[src/rtl/secure_cfg_pkg.sv]
package secure_cfg_pkg;
  localparam int OFF_PRIM = 32'h0000_0000;
  localparam int OFF_SEC  = 32'h0000_0001;
  localparam int OFF_HOLD = 32'h0000_0002;
  localparam int OFF_DMA  = 32'h0000_0008;
  localparam int OFF_ENV  = 32'h0001_0000;

  typedef enum logic [2:0] {
    SEL_NONE,
    SEL_PRIM,
    SEL_SEC,
    SEL_HOLD,
    SEL_DMA,
    SEL_ENV
  } reg_sel_e;
endpackage

[src/rtl/crf_rst_sync.sv]
module crf_rst_sync (
  input  logic clk,
  input  logic arst_n,
  output logic rst_n_o
);
  logic [1:0] stage_q;

  always_ff @(posedge clk or negedge arst_n) begin
    if (!arst_n) stage_q <= 2'b00;
    else         stage_q <= {stage_q[0], 1'b1};
  end

  assign rst_n_o = stage_q[1];
endmodule

[src/rtl/crf_oneway_bit.sv]
module crf_oneway_bit #(
  parameter bit SET_ONLY = 1'b1,
  parameter bit RST_VAL  = 1'b0
) (
  input  logic clk,
  input  logic rst_n,
  input  logic wr,
  input  logic wbit,
  output logic q
);
  logic q_q;
  logic q_nxt;

  generate
    if (SET_ONLY) begin : g_set
      always_comb q_nxt = q_q | (wr & wbit);
    end else begin : g_clr
      always_comb q_nxt = q_q & ~(wr & ~wbit);
    end
  endgenerate

  always_ff @(posedge clk or negedge rst_n) begin
    if (!rst_n) q_q <= RST_VAL;
    else        q_q <= q_nxt;
  end

  assign q = q_q;
endmodule

[src/rtl/crf_field.sv]
module crf_field #(
  parameter int W = 4
) (
  input  logic         clk,
  input  logic         rst_n,
  input  logic         en,
  input  logic [W-1:0] d,
  output logic [W-1:0] q
);
  logic [W-1:0] q_q;
  logic [W-1:0] q_nxt;

  always_comb q_nxt = en ? d : q_q;

  always_ff @(posedge clk or negedge rst_n) begin
    if (!rst_n) q_q <= '0;
    else        q_q <= q_nxt;
  end

  assign q = q_q;
endmodule

[src/rtl/secure_cfg_regs.sv]
module secure_cfg_regs
  import secure_cfg_pkg::*;
#(
  parameter int ADDR_W    = 17,
  parameter int DMA_N     = 4,
  parameter int ENV_BYTES = 4
) (
  input  logic                   clk,
  input  logic                   cold_rst_n,
  input  logic                   warm_rst_n,
  input  logic [ADDR_W-1:0]      addr,
  input  logic                   wr_en,
  input  logic [7:0]             wr_data,
  output logic [7:0]             rd_data,
  output logic                   rom_hide_o,
  output logic                   otp_block_o,
  output logic                   sec_rom_hide_o,
  output logic                   sec_hold_rst_o,
  output logic [DMA_N-1:0]       dma_en_o,
  output logic [ENV_BYTES*8-1:0] boot_env_o
);
  localparam int ENV_W  = ENV_BYTES * 8;
  localparam int LANE_W = (ENV_BYTES > 1) ? $clog2(ENV_BYTES) : 1;

  logic cold_rst_sync_n;
  logic warm_rst_sync_n;
  logic warm_arst_n;

  assign warm_arst_n = warm_rst_n & cold_rst_n;

  crf_rst_sync u_cold_sync (.clk(clk), .arst_n(cold_rst_n),  .rst_n_o(cold_rst_sync_n));
  crf_rst_sync u_warm_sync (.clk(clk), .arst_n(warm_arst_n), .rst_n_o(warm_rst_sync_n));

  // Address decode
  reg_sel_e          sel;
  logic [LANE_W-1:0] lane;

  always_comb begin
    sel  = SEL_NONE;
    lane = addr[LANE_W-1:0];
    if      (addr == ADDR_W'(OFF_PRIM)) sel = SEL_PRIM;
    else if (addr == ADDR_W'(OFF_SEC))  sel = SEL_SEC;
    else if (addr == ADDR_W'(OFF_HOLD)) sel = SEL_HOLD;
    else if (addr == ADDR_W'(OFF_DMA))  sel = SEL_DMA;
    else if ((addr >= ADDR_W'(OFF_ENV)) &&
             (addr <  ADDR_W'(OFF_ENV + ENV_BYTES))) sel = SEL_ENV;
  end

  logic wr_prim, wr_sec, wr_hold, wr_dma, wr_env;
  assign wr_prim = wr_en && (sel == SEL_PRIM);
  assign wr_sec  = wr_en && (sel == SEL_SEC);
  assign wr_hold = wr_en && (sel == SEL_HOLD);
  assign wr_dma  = wr_en && (sel == SEL_DMA);
  assign wr_env  = wr_en && (sel == SEL_ENV);

  // One-way bits, cleared only by cold reset
  crf_oneway_bit #(.SET_ONLY(1'b1), .RST_VAL(1'b0)) u_rom_hide (
    .clk(clk), .rst_n(cold_rst_sync_n), .wr(wr_prim), .wbit(wr_data[0]), .q(rom_hide_o));
  crf_oneway_bit #(.SET_ONLY(1'b1), .RST_VAL(1'b0)) u_otp_block (
    .clk(clk), .rst_n(cold_rst_sync_n), .wr(wr_prim), .wbit(wr_data[1]), .q(otp_block_o));
  crf_oneway_bit #(.SET_ONLY(1'b1), .RST_VAL(1'b0)) u_sec_rom_hide (
    .clk(clk), .rst_n(cold_rst_sync_n), .wr(wr_sec), .wbit(wr_data[0]), .q(sec_rom_hide_o));
  crf_oneway_bit #(.SET_ONLY(1'b0), .RST_VAL(1'b1)) u_sec_hold (
    .clk(clk), .rst_n(cold_rst_sync_n), .wr(wr_hold), .wbit(wr_data[0]), .q(sec_hold_rst_o));

  // DMA enable mask, warm domain
  crf_field #(.W(DMA_N)) u_dma (
    .clk(clk), .rst_n(warm_rst_sync_n), .en(wr_dma), .d(wr_data[DMA_N-1:0]), .q(dma_en_o));

  // Boot-environment word, byte lanes, cold domain
  generate
    for (genvar g = 0; g < ENV_BYTES; g++) begin : g_env
      logic lane_en;
      assign lane_en = wr_env && (lane == LANE_W'(g));
      crf_field #(.W(8)) u_lane (
        .clk(clk), .rst_n(cold_rst_sync_n), .en(lane_en), .d(wr_data),
        .q(boot_env_o[g*8 +: 8]));
    end
  endgenerate

  // Registered read path
  logic [7:0] rd_nxt;
  logic [7:0] rd_q;

  always_comb begin
    rd_nxt = '0;
    unique case (sel)
      SEL_PRIM: rd_nxt = {6'b0, otp_block_o, rom_hide_o};
      SEL_SEC:  rd_nxt = {7'b0, sec_rom_hide_o};
      SEL_HOLD: rd_nxt = {7'b0, sec_hold_rst_o};
      SEL_DMA:  rd_nxt = 8'(dma_en_o);
      SEL_ENV:  rd_nxt = boot_env_o[8*lane +: 8];
      default:  rd_nxt = '0;
    endcase
  end

  always_ff @(posedge clk or negedge warm_rst_sync_n) begin
    if (!warm_rst_sync_n) rd_q <= '0;
    else                  rd_q <= rd_nxt;
  end

  assign rd_data = rd_q;

  logic unused_env_w;
  assign unused_env_w = ^ENV_W;
endmodule

[config.mk]
export PLATFORM = sky130hd
export DESIGN_NAME = secure_cfg_regs
export DESIGN_NICKNAME = d
export VERILOG_FILES = /design/src/rtl/secure_cfg_pkg.sv /design/src/rtl/crf_rst_sync.sv /design/src/rtl/crf_oneway_bit.sv /design/src/rtl/crf_field.sv /design/src/rtl/secure_cfg_regs.sv
export SDC_FILE = /design/constraint.sdc
export NUM_CORES = 1
export LEC_CHECK = 0
export BUFFER_PORTS_ARGS = -buffer_cell sky130_fd_sc_hd__buf_2
export CAP_MARGIN = 20
export CORE_ASPECT_RATIO = 0.6
export CORE_MARGIN = 2
export CORE_UTILIZATION = 45
export DETAILED_ROUTE_END_ITERATION = 8
export HOLD_SLACK_MARGIN = 0.06
export PLACE_DENSITY = 0.75
export SYNTH_ARGS = -nofsm -noshare
export SYNTH_HDL_FRONTEND = slang
export SYNTH_SLANG_ARGS = --single-unit
export TNS_END_PERCENT = 5
[constraint.sdc]
create_clock -name clk -period 2 [get_ports clk]
set_clock_uncertainty 0.15 [all_clocks]
set_input_delay 0.4 -clock clk [delete_from_list [all_inputs] [get_ports clk]]
set_output_delay 0.4 -clock clk [all_outputs]
set_load 0.1 [all_outputs]
==> results_dict.tcl <==
set metrics [dict create \
    ir_drop_mv 0.318 \
    crit_cells 5 \
    gp_congestion 0.830 \
    core_area_mm2 0.00498 \
    cts_buffers 5 \
    power_switching_uw 422 \
    initial_core_util 0.459 \
    maxCapViolations 0 \
    synth.distinct_cells 31 \
    worstRegToRegCells 3 \
    ios 77 \
    required_ps 2040 \
    nNetsFinal 284 \
    die_h_um 59.2 \
    hold_slack_ps 78.6 \
    cp.arrival_ps 1980 \
    critPathCaptureType "flop" \
    post-cts-setup-buffers 0 \
    wl_per_cell_um 17.5 \
    cts_tree "built" \
    first_pass_iters 4 \
    slowest_delay_ps 420 \
    grt_overflow_total 0 \
    tns_ps 0 \
    antenna_found_initial 0 \
    clock_path_buffers 2 \
    remaining_drc_errors 0 \
    synthDominantCellAreaShare 0.559 \
    most-common-layout-cells "buf_2, dfrtp_1, mux2_2" \
    grt_pass1_wl_um 8650 \
    crit_buf_inv 1 \
    first_iter_violations 71 \
    yosysWarnings 0 \
    rsz0062_at_grt "no" \
    power.internal_mw 1.39 \
    grt_max_degree 35 \
    crit_fanout 4 \
    fin_crit_ps 1940 \
    clkPwrFrac 0.346 \
    cts.htree.levels 2 \
    place_area_mm2 0.00290 \
    crit_family "simple AND/OR/NAND/NOR gates" \
    num_antenna_cells 0 \
    crit_chain "buf_2 -> or3b_1 -> or3_4 -> nor4_4 -> mux2_2" \
    track_usage 0.210 \
    wl_met3_um 484 \
    worstMarginPinSlew_ps 544 \
    die-width_um 96.0 \
    switching_share 0.233 \
    grt_pass1_vias 1653 \
    drt-met1-wl_um 2650 \
    setup_viol 0 \
    row_count 20 \
    combPwrFrac 0.068 \
    hpwl_um 4230 \
    wl_um 5620 \
    synthArstFlopShare 1.00 \
    final_common_cell "buf_2" \
    met2_length_um 2460 \
    die_area_mm2 0.00568 \
    ys_seq_elements 52 \
    fin_total_pwr_mw 1.81 \
    syn_area_mm2 0.00228 \
    synth_edf_count 0 \
    via_count 1707 \
    fin_util 0.608 \
    crit_path_top_delay_cell "or3b_1" \
    postLayoutCellArea_mm2 0.00303 \
    critPathKind "input port to flop" \
    powerDensity_mw_per_mm2 598 \
    cts-root-buf "clkbuf_8" \
    syn_area_per_cell_um2 14.7 \
    finalHoldViolCount 0 \
    areaGrowthSynthToFinish_pct 32.4 \
    post-synth-top-area-cell "dfrtp_1" \
    drive_gt1_frac 0.605 \
    ys_top_cells_by_area "dfrtp_1, mux2_2, mux4_2" \
    port_buffers 76 \
    synth-main-ff-cell "dfrtp_1" \
    ys_seq_area_frac 0.570 \
    p_leak_nw 1.62 \
    top_layer "met4" \
    min_period_over_period 0.970 \
    clk_latency_ps 300 \
    p_seq_frac 0.587 \
    vias_per_cell 5.30 \
    critPathLaunchType "input port" \
    cts.sinks 52 \
    slew_headroom 0.637 \
    status "completed" \
    drv_slew 0 \
    ant_nets 0 \
    clkTransAtPathRegs_ps 100 \
    hold_path.class "flop to asynchronous set/reset pin" \
    syn_inst 155 \
    fmax_ghz 0.515 \
]
cells by family after synthesis:
kind of cell,count (synthesis),share of synthesized area
and+or+nand+nor,42,0.124
DFF,52,0.570
buffers and inverters,6,0.0110
other,1,0.00164
AOI/OAI and AO/OA,8,0.0274
muxes,46,0.266
sequential cells by signal, summed over array words and instances, names as in the netlist:
register             cells
u_sec_hold.q             1
g_env.u_lane.q          32
u_cold_sync.stage_q      2
u_dma.q                  4
u_sec_rom_hide.q         1
u_otp_block.q            1
u_rom_hide.q             1
rd_data                  8
u_warm_sync.stage_q      2
metal layers:
| metal | GRT usage | up-vias |
|---|---|---|
| met3 | 0.0534 | 7 |
| met1 | 0.307 | 846 |
| met2 | 0.319 | 81 |
| met5 | 0 | - |
| met4 | 0.0469 | 0 |
| li1 | - | 773 |
worst paths after layout:
path                                             startpoint                               end  slack, ps
setup reg to reg           g_env[0].u_lane.q[3]$_DFFE_PN0P_              rd_data[3]$_DFF_PN0_        570
hold reg to reg            u_warm_sync.stage_q[1]$_DFF_PN0_            u_dma.q[0]$_DFFE_PN0P_         80
setup / recovery                                    addr[4]            u_dma.q[3]$_DFFE_PN0P_         60
max in group asynchronous  u_cold_sync.stage_q[1]$_DFF_PN0_        u_sec_rom_hide.q$_DFF_PN0_       1120
min in group clk           u_cold_sync.stage_q[0]$_DFF_PN0_  u_cold_sync.stage_q[1]$_DFF_PN0_        200
hold / removal             u_warm_sync.stage_q[1]$_DFF_PN0_            u_dma.q[0]$_DFFE_PN0P_         80
through the flow:
step / setup WS (ps) / instances
floorplan: -145 / 156
global placement: -214 / 311
detailed placement: -312 / 311
CTS: 28.9 / 322
global route: 40.1 / 322
finish: 59.3 / 322
power by group through the flow:
stage,registers (mW),logic [mW],clock network [mW]
after floorplan,1.09,0.0348,0
after global placement,1.08,0.113,0
after detailed placement,1.08,0.116,0
after CTS,1.06,0.121,0.640
after global routing,1.06,0.132,0.691
final,1.06,0.122,0.626
worst reg2reg max path: stages (launching register included):
cell	delay (ps)
dfrtp_1	420
mux4_2	480
a32oi_1	210
nor2_1	70
final cells by class:
| type | count | area (um2) |
|---|---|---|
| Clock inverter | 1 | 7.51 |
| Timing Repair Buffer | 95 | 568 |
| Multi-Input combinational cell | 98 | 967 |
| Fill cell | 398 | 1950 |
| Inverter | 3 | 11.3 |
| Sequential cell | 52 | 1300 |
| Tap cell | 66 | 82.6 |
| Clock buffer | 7 | 86.3 |
synth_stat cells (2+ instances only):
cell,n
dfrtp_1,51
mux2_2,38
mux4_2,8
nor2_1,7
nor2b_1,5
nor4_1,5
nand2_1,4
inv_1,3
nand3_1,3
nor3_1,3
a21o_1,2
a32oi_1,2
and2_1,2
buf_2,2
nand2b_1,2
nand4_1,2
nor3_4,2
timing repair:
action,CTS,global route
resized for setup,0,1
endpoints found under the hold margin,5,0
hold buffers,3,0
setup endpoints to repair,0,4
Note: power is estimated with default switching activity, not from simulation.
